## config.mk

```make
export PLATFORM = sky130hd
export DESIGN_NAME = ea_gen
export DESIGN_NICKNAME = d
export VERILOG_FILES = /design/src/rtl/ea_pkg.sv /design/src/rtl/ea_ctrl.sv /design/src/rtl/ea_addr_unit.sv /design/src/rtl/ea_gen.sv
export SDC_FILE = /design/constraint.sdc
export NUM_CORES = 1
export LEC_CHECK = 0
export CAP_MARGIN = 20
export CORE_UTILIZATION = 30
export CTS_CLUSTER_SIZE = 16
export DETAILED_ROUTE_END_ITERATION = 8
export PLACE_DENSITY_LB_ADDON = 0.12
export SLEW_MARGIN = 20
export SYNTH_ARGS = -nofsm -noshare
export SYNTH_HDL_FRONTEND = slang
export SYNTH_SLANG_ARGS = --single-unit
export TNS_END_PERCENT = 50
```

## constraint.sdc

```tcl
create_clock -name clk -period 6.3 [get_ports clk]
set_input_delay 1.575 -clock clk [delete_from_list [all_inputs] [get_ports clk]]
set_output_delay 1.575 -clock clk [all_outputs]
set_load 0.02 [all_outputs]
```

## src/rtl/ea_pkg.sv

```systemverilog
package ea_pkg;
  typedef enum logic [2:0] {
    AM_REG  = 3'd0,
    AM_IMM  = 3'd1,
    AM_DISP = 3'd2,
    AM_RIND = 3'd3,
    AM_IDX  = 3'd4,
    AM_MIND = 3'd5,
    AM_AINC = 3'd6,
    AM_SCL  = 3'd7
  } amode_e;

  typedef enum logic [1:0] {
    RK_REGVAL = 2'd0,
    RK_IMMVAL = 2'd1,
    RK_ADDR   = 2'd2
  } rkind_e;

  typedef enum logic [1:0] {
    ST_IDLE = 2'd0,
    ST_WAIT = 2'd1,
    ST_DONE = 2'd2
  } est_e;
endpackage

```

## src/rtl/ea_ctrl.sv

```systemverilog
module ea_ctrl
  import ea_pkg::*;
(
  input  logic clk,
  input  logic rst_n,
  input  logic start_i,
  input  logic is_mind_i,
  input  logic mem_rvalid_i,
  output logic ready_o,
  output logic accept_o,
  output logic ptr_load_o,
  output logic mem_req_o,
  output logic valid_o
);
  est_e state_q, state_d;

  assign ready_o    = (state_q != ST_WAIT);
  assign accept_o   = start_i && ready_o;
  assign mem_req_o  = (state_q == ST_WAIT);
  assign ptr_load_o = mem_req_o && mem_rvalid_i;
  assign valid_o    = (state_q == ST_DONE);

  always_comb begin
    state_d = state_q;
    unique case (state_q)
      ST_IDLE, ST_DONE: begin
        if (accept_o) state_d = is_mind_i ? ST_WAIT : ST_DONE;
        else          state_d = ST_IDLE;
      end
      ST_WAIT: begin
        if (mem_rvalid_i) state_d = ST_DONE;
      end
      default: state_d = ST_IDLE;
    endcase
  end

  always_ff @(posedge clk or negedge rst_n) begin
    if (!rst_n) state_q <= ST_IDLE;
    else        state_q <= state_d;
  end
endmodule

```

## src/rtl/ea_addr_unit.sv

```systemverilog
module ea_addr_unit
  import ea_pkg::*;
#(
  parameter int AW     = 32,
  parameter int DISP_W = 16,
  parameter int SZ_W   = 2
) (
  input  amode_e          mode_i,
  input  logic [AW-1:0]   base_i,
  input  logic [AW-1:0]   index_i,
  input  logic [DISP_W-1:0] disp_i,
  input  logic [SZ_W-1:0] size_i,
  input  logic [AW-1:0]   ptr_i,
  output rkind_e          kind_o,
  output logic [AW-1:0]   result_o,
  output logic            wb_en_o,
  output logic [AW-1:0]   wb_val_o
);
  logic [AW-1:0] disp_ext;
  logic [AW-1:0] step;
  logic [AW-1:0] idx_scaled;

  generate
    if (AW > DISP_W) begin : g_sext
      assign disp_ext = {{(AW-DISP_W){disp_i[DISP_W-1]}}, disp_i};
    end else begin : g_trunc
      assign disp_ext = disp_i[AW-1:0];
    end
  endgenerate

  assign step       = AW'(1) << size_i;
  assign idx_scaled = index_i << size_i;

  always_comb begin
    kind_o   = RK_ADDR;
    result_o = '0;
    wb_en_o  = 1'b0;
    wb_val_o = '0;
    unique case (mode_i)
      AM_REG: begin
        kind_o   = RK_REGVAL;
        result_o = base_i;
      end
      AM_IMM: begin
        kind_o   = RK_IMMVAL;
        result_o = disp_ext;
      end
      AM_DISP: result_o = base_i + disp_ext;
      AM_RIND: result_o = base_i;
      AM_IDX:  result_o = base_i + index_i;
      AM_MIND: result_o = ptr_i;
      AM_AINC: begin
        result_o = base_i;
        wb_en_o  = 1'b1;
        wb_val_o = base_i + step;
      end
      AM_SCL:  result_o = base_i + disp_ext + idx_scaled;
      default: result_o = '0;
    endcase
  end
endmodule

```

## src/rtl/ea_gen.sv

```systemverilog
module ea_gen
  import ea_pkg::*;
#(
  parameter int AW     = 32,
  parameter int DISP_W = 16,
  parameter int SZ_W   = 2
) (
  input  logic              clk,
  input  logic              rst_n,
  input  logic              start_i,
  output logic              ready_o,
  input  logic [2:0]        mode_i,
  input  logic [SZ_W-1:0]   size_i,
  input  logic [AW-1:0]     base_i,
  input  logic [AW-1:0]     index_i,
  input  logic [DISP_W-1:0] disp_i,
  output logic              mem_req_o,
  output logic [AW-1:0]     mem_addr_o,
  input  logic              mem_rvalid_i,
  input  logic [AW-1:0]     mem_rdata_i,
  output logic              valid_o,
  output logic [1:0]        kind_o,
  output logic [AW-1:0]     result_o,
  output logic              wb_en_o,
  output logic [AW-1:0]     wb_val_o
);
  logic accept, ptr_load, valid_int, req_int;
  amode_e              mode_q;
  logic [SZ_W-1:0]     size_q;
  logic [AW-1:0]       base_q, index_q, ptr_q;
  logic [DISP_W-1:0]   disp_q;
  rkind_e              kind_c;
  logic [AW-1:0]       result_c, wb_val_c;
  logic                wb_en_c;

  ea_ctrl u_ctrl (
    .clk          (clk),
    .rst_n        (rst_n),
    .start_i      (start_i),
    .is_mind_i    (mode_i == AM_MIND),
    .mem_rvalid_i (mem_rvalid_i),
    .ready_o      (ready_o),
    .accept_o     (accept),
    .ptr_load_o   (ptr_load),
    .mem_req_o    (req_int),
    .valid_o      (valid_int)
  );

  // Operand capture, enabled on acceptance
  always_ff @(posedge clk or negedge rst_n) begin
    if (!rst_n) begin
      mode_q  <= AM_REG;
      size_q  <= '0;
      base_q  <= '0;
      index_q <= '0;
      disp_q  <= '0;
    end else if (accept) begin
      mode_q  <= amode_e'(mode_i);
      size_q  <= size_i;
      base_q  <= base_i;
      index_q <= index_i;
      disp_q  <= disp_i;
    end
  end

  // Fetched pointer, enabled on read return
  always_ff @(posedge clk or negedge rst_n) begin
    if (!rst_n)        ptr_q <= '0;
    else if (ptr_load) ptr_q <= mem_rdata_i;
  end

  ea_addr_unit #(.AW(AW), .DISP_W(DISP_W), .SZ_W(SZ_W)) u_addr (
    .mode_i   (mode_q),
    .base_i   (base_q),
    .index_i  (index_q),
    .disp_i   (disp_q),
    .size_i   (size_q),
    .ptr_i    (ptr_q),
    .kind_o   (kind_c),
    .result_o (result_c),
    .wb_en_o  (wb_en_c),
    .wb_val_o (wb_val_c)
  );

  assign mem_req_o  = req_int;
  assign mem_addr_o = req_int ? base_q : '0;
  assign valid_o    = valid_int;
  assign kind_o     = valid_int ? kind_c : 2'd0;
  assign result_o   = valid_int ? result_c : '0;
  assign wb_en_o    = valid_int && wb_en_c;
  assign wb_val_o   = (valid_int && wb_en_c) ? wb_val_c : '0;
endmodule

```

==> run_results.csv, run 1 <==
group,metric,value,unit
power,combPwrFrac,0.661,
routing,drc,8,
yosys,ys_ff_latch,119,
routing,wl_per_cell,23.2,µm
yosys,syn_nets,1647,
routing,via_count,13100,
timing,fin_skew,0.0105,ns
timing,relSlewSlack,0.291,
yosys,netlist.area_leader.share,0.237,
yosys,ys.flop_type,"dfrtp_1",
clock_network,cts_tree,"built",
timing,slew_violations,0,
timing,finalHoldViolCount,0,
place,gp_congestion,0.905,
setup_path,start_kind,"flip-flop",
final_layout,area_growth,43.3,%
final_layout,finalInstanceArea,18000,µm²
clock_network,cts_hold_buf,0,
floorplan,die_x,206,µm
yosys,synth-edff-count,0,
yosys,syn_avg_cell_area,8.80,µm²
hold_path,hold_class,"flip-flop to flip-flop",
timing,fmax,154,MHz
power,switchingPower,2.70,mW
clock_network,clockBufferDepth,2,
floorplan,num_rows,74,
yosys,synth_top_family_by_area,"compound AO/OA/AOI/OAI gates",
yosys,synth_area_leaders,"dfrtp_1, mux2_2, ha_1",
yosys,synthDistinctLibCells,85,
routing,viasPerCell,5.50,
power,p_sw_frac,0.423,
timing,setup_tns,-0.786,ns
power,power.total,6.38,mW
yosys,yosys_warnings,0,
place,dpl-instance-area,16800,µm²
timing,whs,0.510,ns
floorplan,coreArea,41000,µm²
yosys,ys_async_sr_fraction,1.00,
run,max-cap-violations,0,
global_routing,grt_max_degree,61,
yosys,synth.mux.area_fraction,0.164,
timing,min_period,6.48,ns
yosys,yosysTopAreaCell,"dfrtp_1",
power,clkPwrFrac,0.173,
global_routing,gr-total-overflow,0,
clock_network,clk_latency,0.45,ns
setup_path,critPathKind,"flip-flop to primary output",
timing,setup_slack,-0.177,ns
global_routing,grt_use_total,0.262,
setup_path,path_max_fanout,3,
routing,dr.pass1.iters,7,
setup_path,crit_path_end_kind,"primary output",
place,pre_cts_ws,-0.584,ns
place,place_inst,2322,
power,power_density,355,nW/µm²
routing,wl,55200,µm
floorplan,die_h,206,µm
timing,worst_pin_slew,1.06,ns
final_layout,final_util,0.438,
yosys,synth-simple-area-share,0.150,
setup_path,arrival,4.90,ns
global_routing,grt_pass1_wl,81900,µm
yosys,synth_compound_area_frac,0.228,
outcome,failed_checks,"design-rule violations, negative setup slack",
final_layout,drive_above_1_share,0.295,
place,post-dp-hpwl,43400,µm
floorplan,ios,223,
timing,setup_viol,8,
timing,rsz0062_at_grt,"true",
power,p_int,3.68,mW
clock_network,root_buffer,"clkbuf_16",
global_routing,grt_pass1_vias,13200,
yosys,synthXorXnorAreaFrac,0.0747,
clock_network,cts_made_buffers,17,
power,p_leak,7.64,nW
outcome,status,"finished, violations left",
yosys,ys_seq_area_frac,0.237,
final_layout,antenna_cells,0,
clock_network,path_clk_slew,0.06,ns
routing,ant_nets,0,
clock_network,cts.htree.levels,4,
setup_path,cp.required,4.72,ns
global_routing,antenna_found_initial,0,
power,vdd_drop_max,0.000134,V
yosys,syn_area,12500,µm²
floorplan,dieArea,42600,µm²
yosys,synth_cells,1425,
floorplan,initial_core_util,0.306,
power,seqPwrFrac,0.166,
final_layout,finalNonFillerCells,2377,
timing,fin_crit_sh,1.03,
place,port_buffers,222,
yosys,synthAdderAreaFrac,0.109,
final_layout,final_nets,2054,
clock_network,cts_sinks,119,
routing,drt_iter0_drc,926,
==> Yosys cell counts, drive strengths merged (19+ instances only) <==
cell,instances
buf,19
ha,97
nor3,21
xor2,43
clkbuf,56
mux4,27
o21ai,96
nand3,22
dfrtp,119
xnor2,64
inv,37
nand2,99
mux2,121
a21oi,140
a221oi,20
a21o,33
nor2,114
and2,34
==> critical path: stages, from the launching register on <==
cell and delay [ns]:
dfrtp_1 0.39, ha_2 0.19, fa_2 0.34, a21o_1 0.20, a22oi_2 0.13, buf_6 0.17
buf_4 0.13, nand2b_4 0.05, a21o_1 0.19, a21oi_2 0.17, xnor2_1 0.11, ha_1 0.34
o211ai_1 0.11, a31oi_1 0.19, buf_4 0.16, o21ai_4 0.06, o21ai_2 0.20, a211oi_2 0.10
buf_4 0.16, o31a_1 0.31, buf_4 0.15, o211ai_1 0.11, mux2i_1 0.23, o22ai_1 0.09
buf_4 0.17
==> layout by cell type (no fill, tap or decap), types with 33 or more instances in the layout <==
| cell | instances |
|---|---|
| clkdlybuf4s50_1 | 198 |
| a21oi_1 | 123 |
| xnor2_1 | 61 |
| nand2_1 | 95 |
| mux2_2 | 121 |
| nor2_1 | 110 |
| buf_4 | 245 |
| dfrtp_1 | 118 |
| o21ai_0 | 78 |
| xor2_1 | 42 |
| ha_1 | 92 |
| inv_1 | 37 |
| a21o_1 | 33 |
==> power groups by stage <==
stage                     clock (mW)  sequential (mW)  combinational, mW
after floorplan                    0            0.998               2.28
after global placement             0             1.07               3.79
after detailed placement           0             1.07               3.79
after CTS                       1.13             1.06               4.00
after global routing            1.16             1.07               4.56
final                           1.10             1.06               4.22
==> area by class of cell <==
cell class                 count  area, µm²
timing repair buffer         463       4020
clock inverter                11        169
sequential                   119       2980
tap                          532        666
fill                        4065      23000
inverter                      38        143
clock buffer                  21        480
multi-input combinational   1193       9520
==> kinds of logic after synthesis <==
| kind of cell | Yosys count |
|---|---|
| compound gates | 438 |
| xor+xnor | 107 |
| fa+ha+maj | 108 |
| buf+inv | 113 |
| flops | 119 |
| mux | 156 |
| simple gates | 384 |
==> per-layer routing <==
metal	GRT usage	share of wire	vias up
li1	-	-	6146
met1	0.324	0.42	6456
met2	0.462	0.50	393
met3	0.0408	0.051	67
met4	0.0843	0.026	0
met5	0	0	-
==> state kept, by name (all words and copies together), names as in the netlist <==
name and cells:
mode_q 3, size_q 2, index_q 32, disp_q 16, ptr_q 32, u_ctrl.state_q 2, base_q 32
==> final timing paths <==
kind | from | to | slack [ns] | cells after the start
worst max-delay path | disp_q[0]$_DFFE_PN0P_ | result_o[30] | -0.18 | 24
worst min-delay path | ptr_q[25]$_DFFE_PN0P_ | ptr_q[25]$_DFFE_PN0P_ | 0.51 | 1
worst max register to register | u_ctrl.state_q[1]$_DFFE_PN0P_ | ptr_q[20]$_DFFE_PN0P_ | 3.48 | 5
worst min register to register | ptr_q[25]$_DFFE_PN0P_ | ptr_q[25]$_DFFE_PN0P_ | 0.51 | 1
max in group asynchronous | rst_n | base_q[27]$_DFFE_PN0P_ | 3.91 | 2
min in group asynchronous | rst_n | index_q[22]$_DFFE_PN0P_ | 1.24 | 1
==> timing repair <==
item | CTS | global route
pin swaps | 33 | 35
setup buffers | 14 | 9
gates cloned | 0 | 0
gates resized for setup | 129 | 53
setup endpoints to repair | 23 | 23
Note: power is estimated with default switching activity, not from simulation.
==> inputs of run 2 (changes only) <==
--- a/config.mk
+++ b/config.mk
@@ -9,6 +9,7 @@
 export CORE_UTILIZATION = 30
 export CTS_CLUSTER_SIZE = 16
 export DETAILED_ROUTE_END_ITERATION = 8
+export MAX_ROUTING_LAYER = met4
 export PLACE_DENSITY_LB_ADDON = 0.12
 export SLEW_MARGIN = 20
 export SYNTH_ARGS = -nofsm -noshare
==> run_results.csv, run 2 (same netlist as run 1, synthesis figures left out) <==
group,metric,value,unit
floorplan,die_x,206,µm
setup_path,crit_chain,"ha_2 -> fa_2 -> a21o_1 -> a22oi_1 -> buf_4 -> nand2_4 -> a21oi_2 -> buf_6 -> a21oi_4 -> o31ai_4 -> nand2b_1 -> xor2_1 -> ha_1 -> a21oi_2 -> nor2b_1 -> o21ai_1 -> nand2b_1 -> a2111oi_4 -> a21oi_2 -> a221oi_2 -> xnor2_1 -> a221oi_2 -> nor2_1 -> buf_4",
timing,relSlewSlack,0.244,
place,port_buffers,222,
routing,via_count,13100,
setup_path,critical-path-top-delay-family,"compound AO/OA/AOI/OAI gates",
floorplan,ios,223,
hold_path,hold_class,"flip-flop to flip-flop",
power,p_leak,7.62,nW
floorplan,coreArea,41000,µm²
setup_path,critPathSlowestCell,"dfrtp_1",
routing,drt_iter0_drc,823,
timing,slew_violations,0,
routing,viasPerCell,5.48,
global_routing,grt_use_met2,0.464,
setup_path,crit_path_frequent_cell,"a21oi_2",
place,pre_cts_ws,-0.582,ns
power,power_density,350,nW/µm²
clock_network,cts_hold_buf,0,
setup_path,path_max_fanout,3,
clock_network,cts_tree,"built",
run,max-cap-violations,0,
routing,dr.pass1.iters,7,
setup_path,crit_path_end_kind,"primary output",
setup_path,crit_cells,24,
power,switchingPower,2.74,mW
final_layout,final_nets,2065,
clock_network,root_buffer,"clkbuf_16",
power,seqPwrFrac,0.168,
global_routing,grt_max_degree,60,
global_routing,grt_pass1_vias,13200,
timing,fmax,154,MHz
clock_network,path_clk_slew,0.07,ns
floorplan,num_rows,74,
power,clkPwrFrac,0.152,
global_routing,grt_use_total,0.268,
global_routing,met3_usage,0.0304,
place,gp_congestion,0.927,
routing,wl_per_cell,23.0,µm
outcome,status,"finished, violations left",
routing,drc,7,
final_layout,drive_above_1_share,0.298,
setup_path,crit_buf_inv,3,
clock_network,cts.htree.levels,4,
floorplan,dieArea,42600,µm²
timing,min_period,6.49,ns
global_routing,grt.busiest_layer,"met2",
routing,ant_nets,0,
floorplan,initial_core_util,0.306,
final_layout,reg.largest.list,"base_q x32, index_q x32, ptr_q x32",
power,combPwrFrac,0.680,
place,post-dp-hpwl,42600,µm
setup_path,slowest_delay,0.38,ns
global_routing,antenna_found_initial,0,
power,p_sw_frac,0.436,
setup_path,arrival,4.91,ns
timing,worst_pin_slew,1.13,ns
global_routing,gr-total-overflow,0,
timing,setup_tns,-1.16,ns
clock_network,clk_latency,0.46,ns
hold_path,whs_path_depth,1,
power,vdd_drop_max,0.000145,V
routing,wl,55000,µm
setup_path,reg2reg_depth,5,
timing,fin_crit_sh,1.03,
timing,whs,0.509,ns
final_layout,layout.cells.most_common,"buf_4",
setup_path,cp.required,4.72,ns
timing,setup_viol,11,
power,p_int,3.55,mW
global_routing,grt_pass1_wl,81800,µm
clock_network,cts_made_buffers,17,
clock_network,clockBufferDepth,2,
timing,setup_slack,-0.190,ns
timing,finalHoldViolCount,0,
setup_path,start_kind,"flip-flop",
global_routing,grt_use_met1,0.325,
outcome,failed_checks,"design-rule violations, negative setup slack",
final_layout,area_growth,43.4,%
clock_network,cts_sinks,119,
floorplan,die_h,206,µm
timing,fin_skew,0.00856,ns
final_layout,layout_common_cells,"buf_4, clkdlybuf4s50_1, mux2_2",
final_layout,antenna_cells,0,
setup_path,critPathKind,"flip-flop to primary output",
timing,rsz0062_at_grt,"true",
## run 2: cell count changes in the layout (fill, tap and decap cells not counted), sizes merged
cell	delta
buf	+12
bufinv	-3
clkbuf	-4
clkinv	+6
clkinvlp	+1
dlymetal6s2s	-1
## run 2: timing repair
action                     in CTS  in global routing
resized for setup             134                 61
setup endpoints to repair      23                 23
pin swaps                      35                 44
buffers inserted               30                 13
## run 2: metrics by stage
step | std cells | util | total power, mW | area (µm²)
2_1_floorplan | 1425 | - | 3.28 | 12500
3_3_place_gp | 2314 | 0.407 | 4.83 | 16700
3_5_place_dp | 2314 | 0.407 | 4.83 | 16700
4_1_cts | 2376 | 0.430 | 6.05 | 17700
5_1_grt | 2388 | 0.439 | 6.72 | 18000
6_report | 2388 | 0.439 | 6.29 | 18000
## run 2: final cells by class
cell class / instances / area (µm²)
fill: 4104 / 23000
clock inverter: 15 / 131
clock buffer: 17 / 425
inverter: 38 / 143
tap: 532 / 666
sequential: 119 / 2980
multi-input combinational: 1193 / 9520
timing repair buffer: 474 / 4120
## run 2: routing by layer
| metal | vias to the layer above | share of wire |
|---|---|---|
| li1 | 6160 | - |
| met1 | 6506 | 0.43 |
| met2 | 361 | 0.51 |
| met3 | 57 | 0.038 |
| met4 | 0 | 0.023 |
| met5 | - | 0 |
## run 2: worst reg2reg max path: stages (launching register included)
cell      delay [ns]
dfrtp_1         0.39
nand2b_1        0.51
inv_1           0.64
nand2_1         0.21
buf_4           0.51
mux2_2          0.41
## run 2: power by group through the flow
stage          combinational [mW]  sequential [mW]  clock, mW
5_1_grt                      4.63             1.07       1.02
4_1_cts                      4.01             1.05      0.986
3_3_place_gp                 3.76             1.07          0
2_1_floorplan                2.28            0.998          0
6_report                     4.28             1.05      0.957
3_5_place_dp                 3.76             1.07          0
## run 2: final timing paths
kind | startpoint | endpoint | slack, ns
setup / recovery | disp_q[0]$_DFFE_PN0P_ | result_o[29] | -0.19
min in group asynchronous | rst_n | index_q[25]$_DFFE_PN0P_ | 1.08
hold reg to reg | ptr_q[18]$_DFFE_PN0P_ | ptr_q[18]$_DFFE_PN0P_ | 0.51
setup reg to reg | u_ctrl.state_q[0]$_DFFE_PN0P_ | ptr_q[29]$_DFFE_PN0P_ | 3.53
max in group asynchronous | rst_n | size_q[0]$_DFFE_PN0P_ | 4.23
hold / removal | ptr_q[18]$_DFFE_PN0P_ | ptr_q[18]$_DFFE_PN0P_ | 0.51
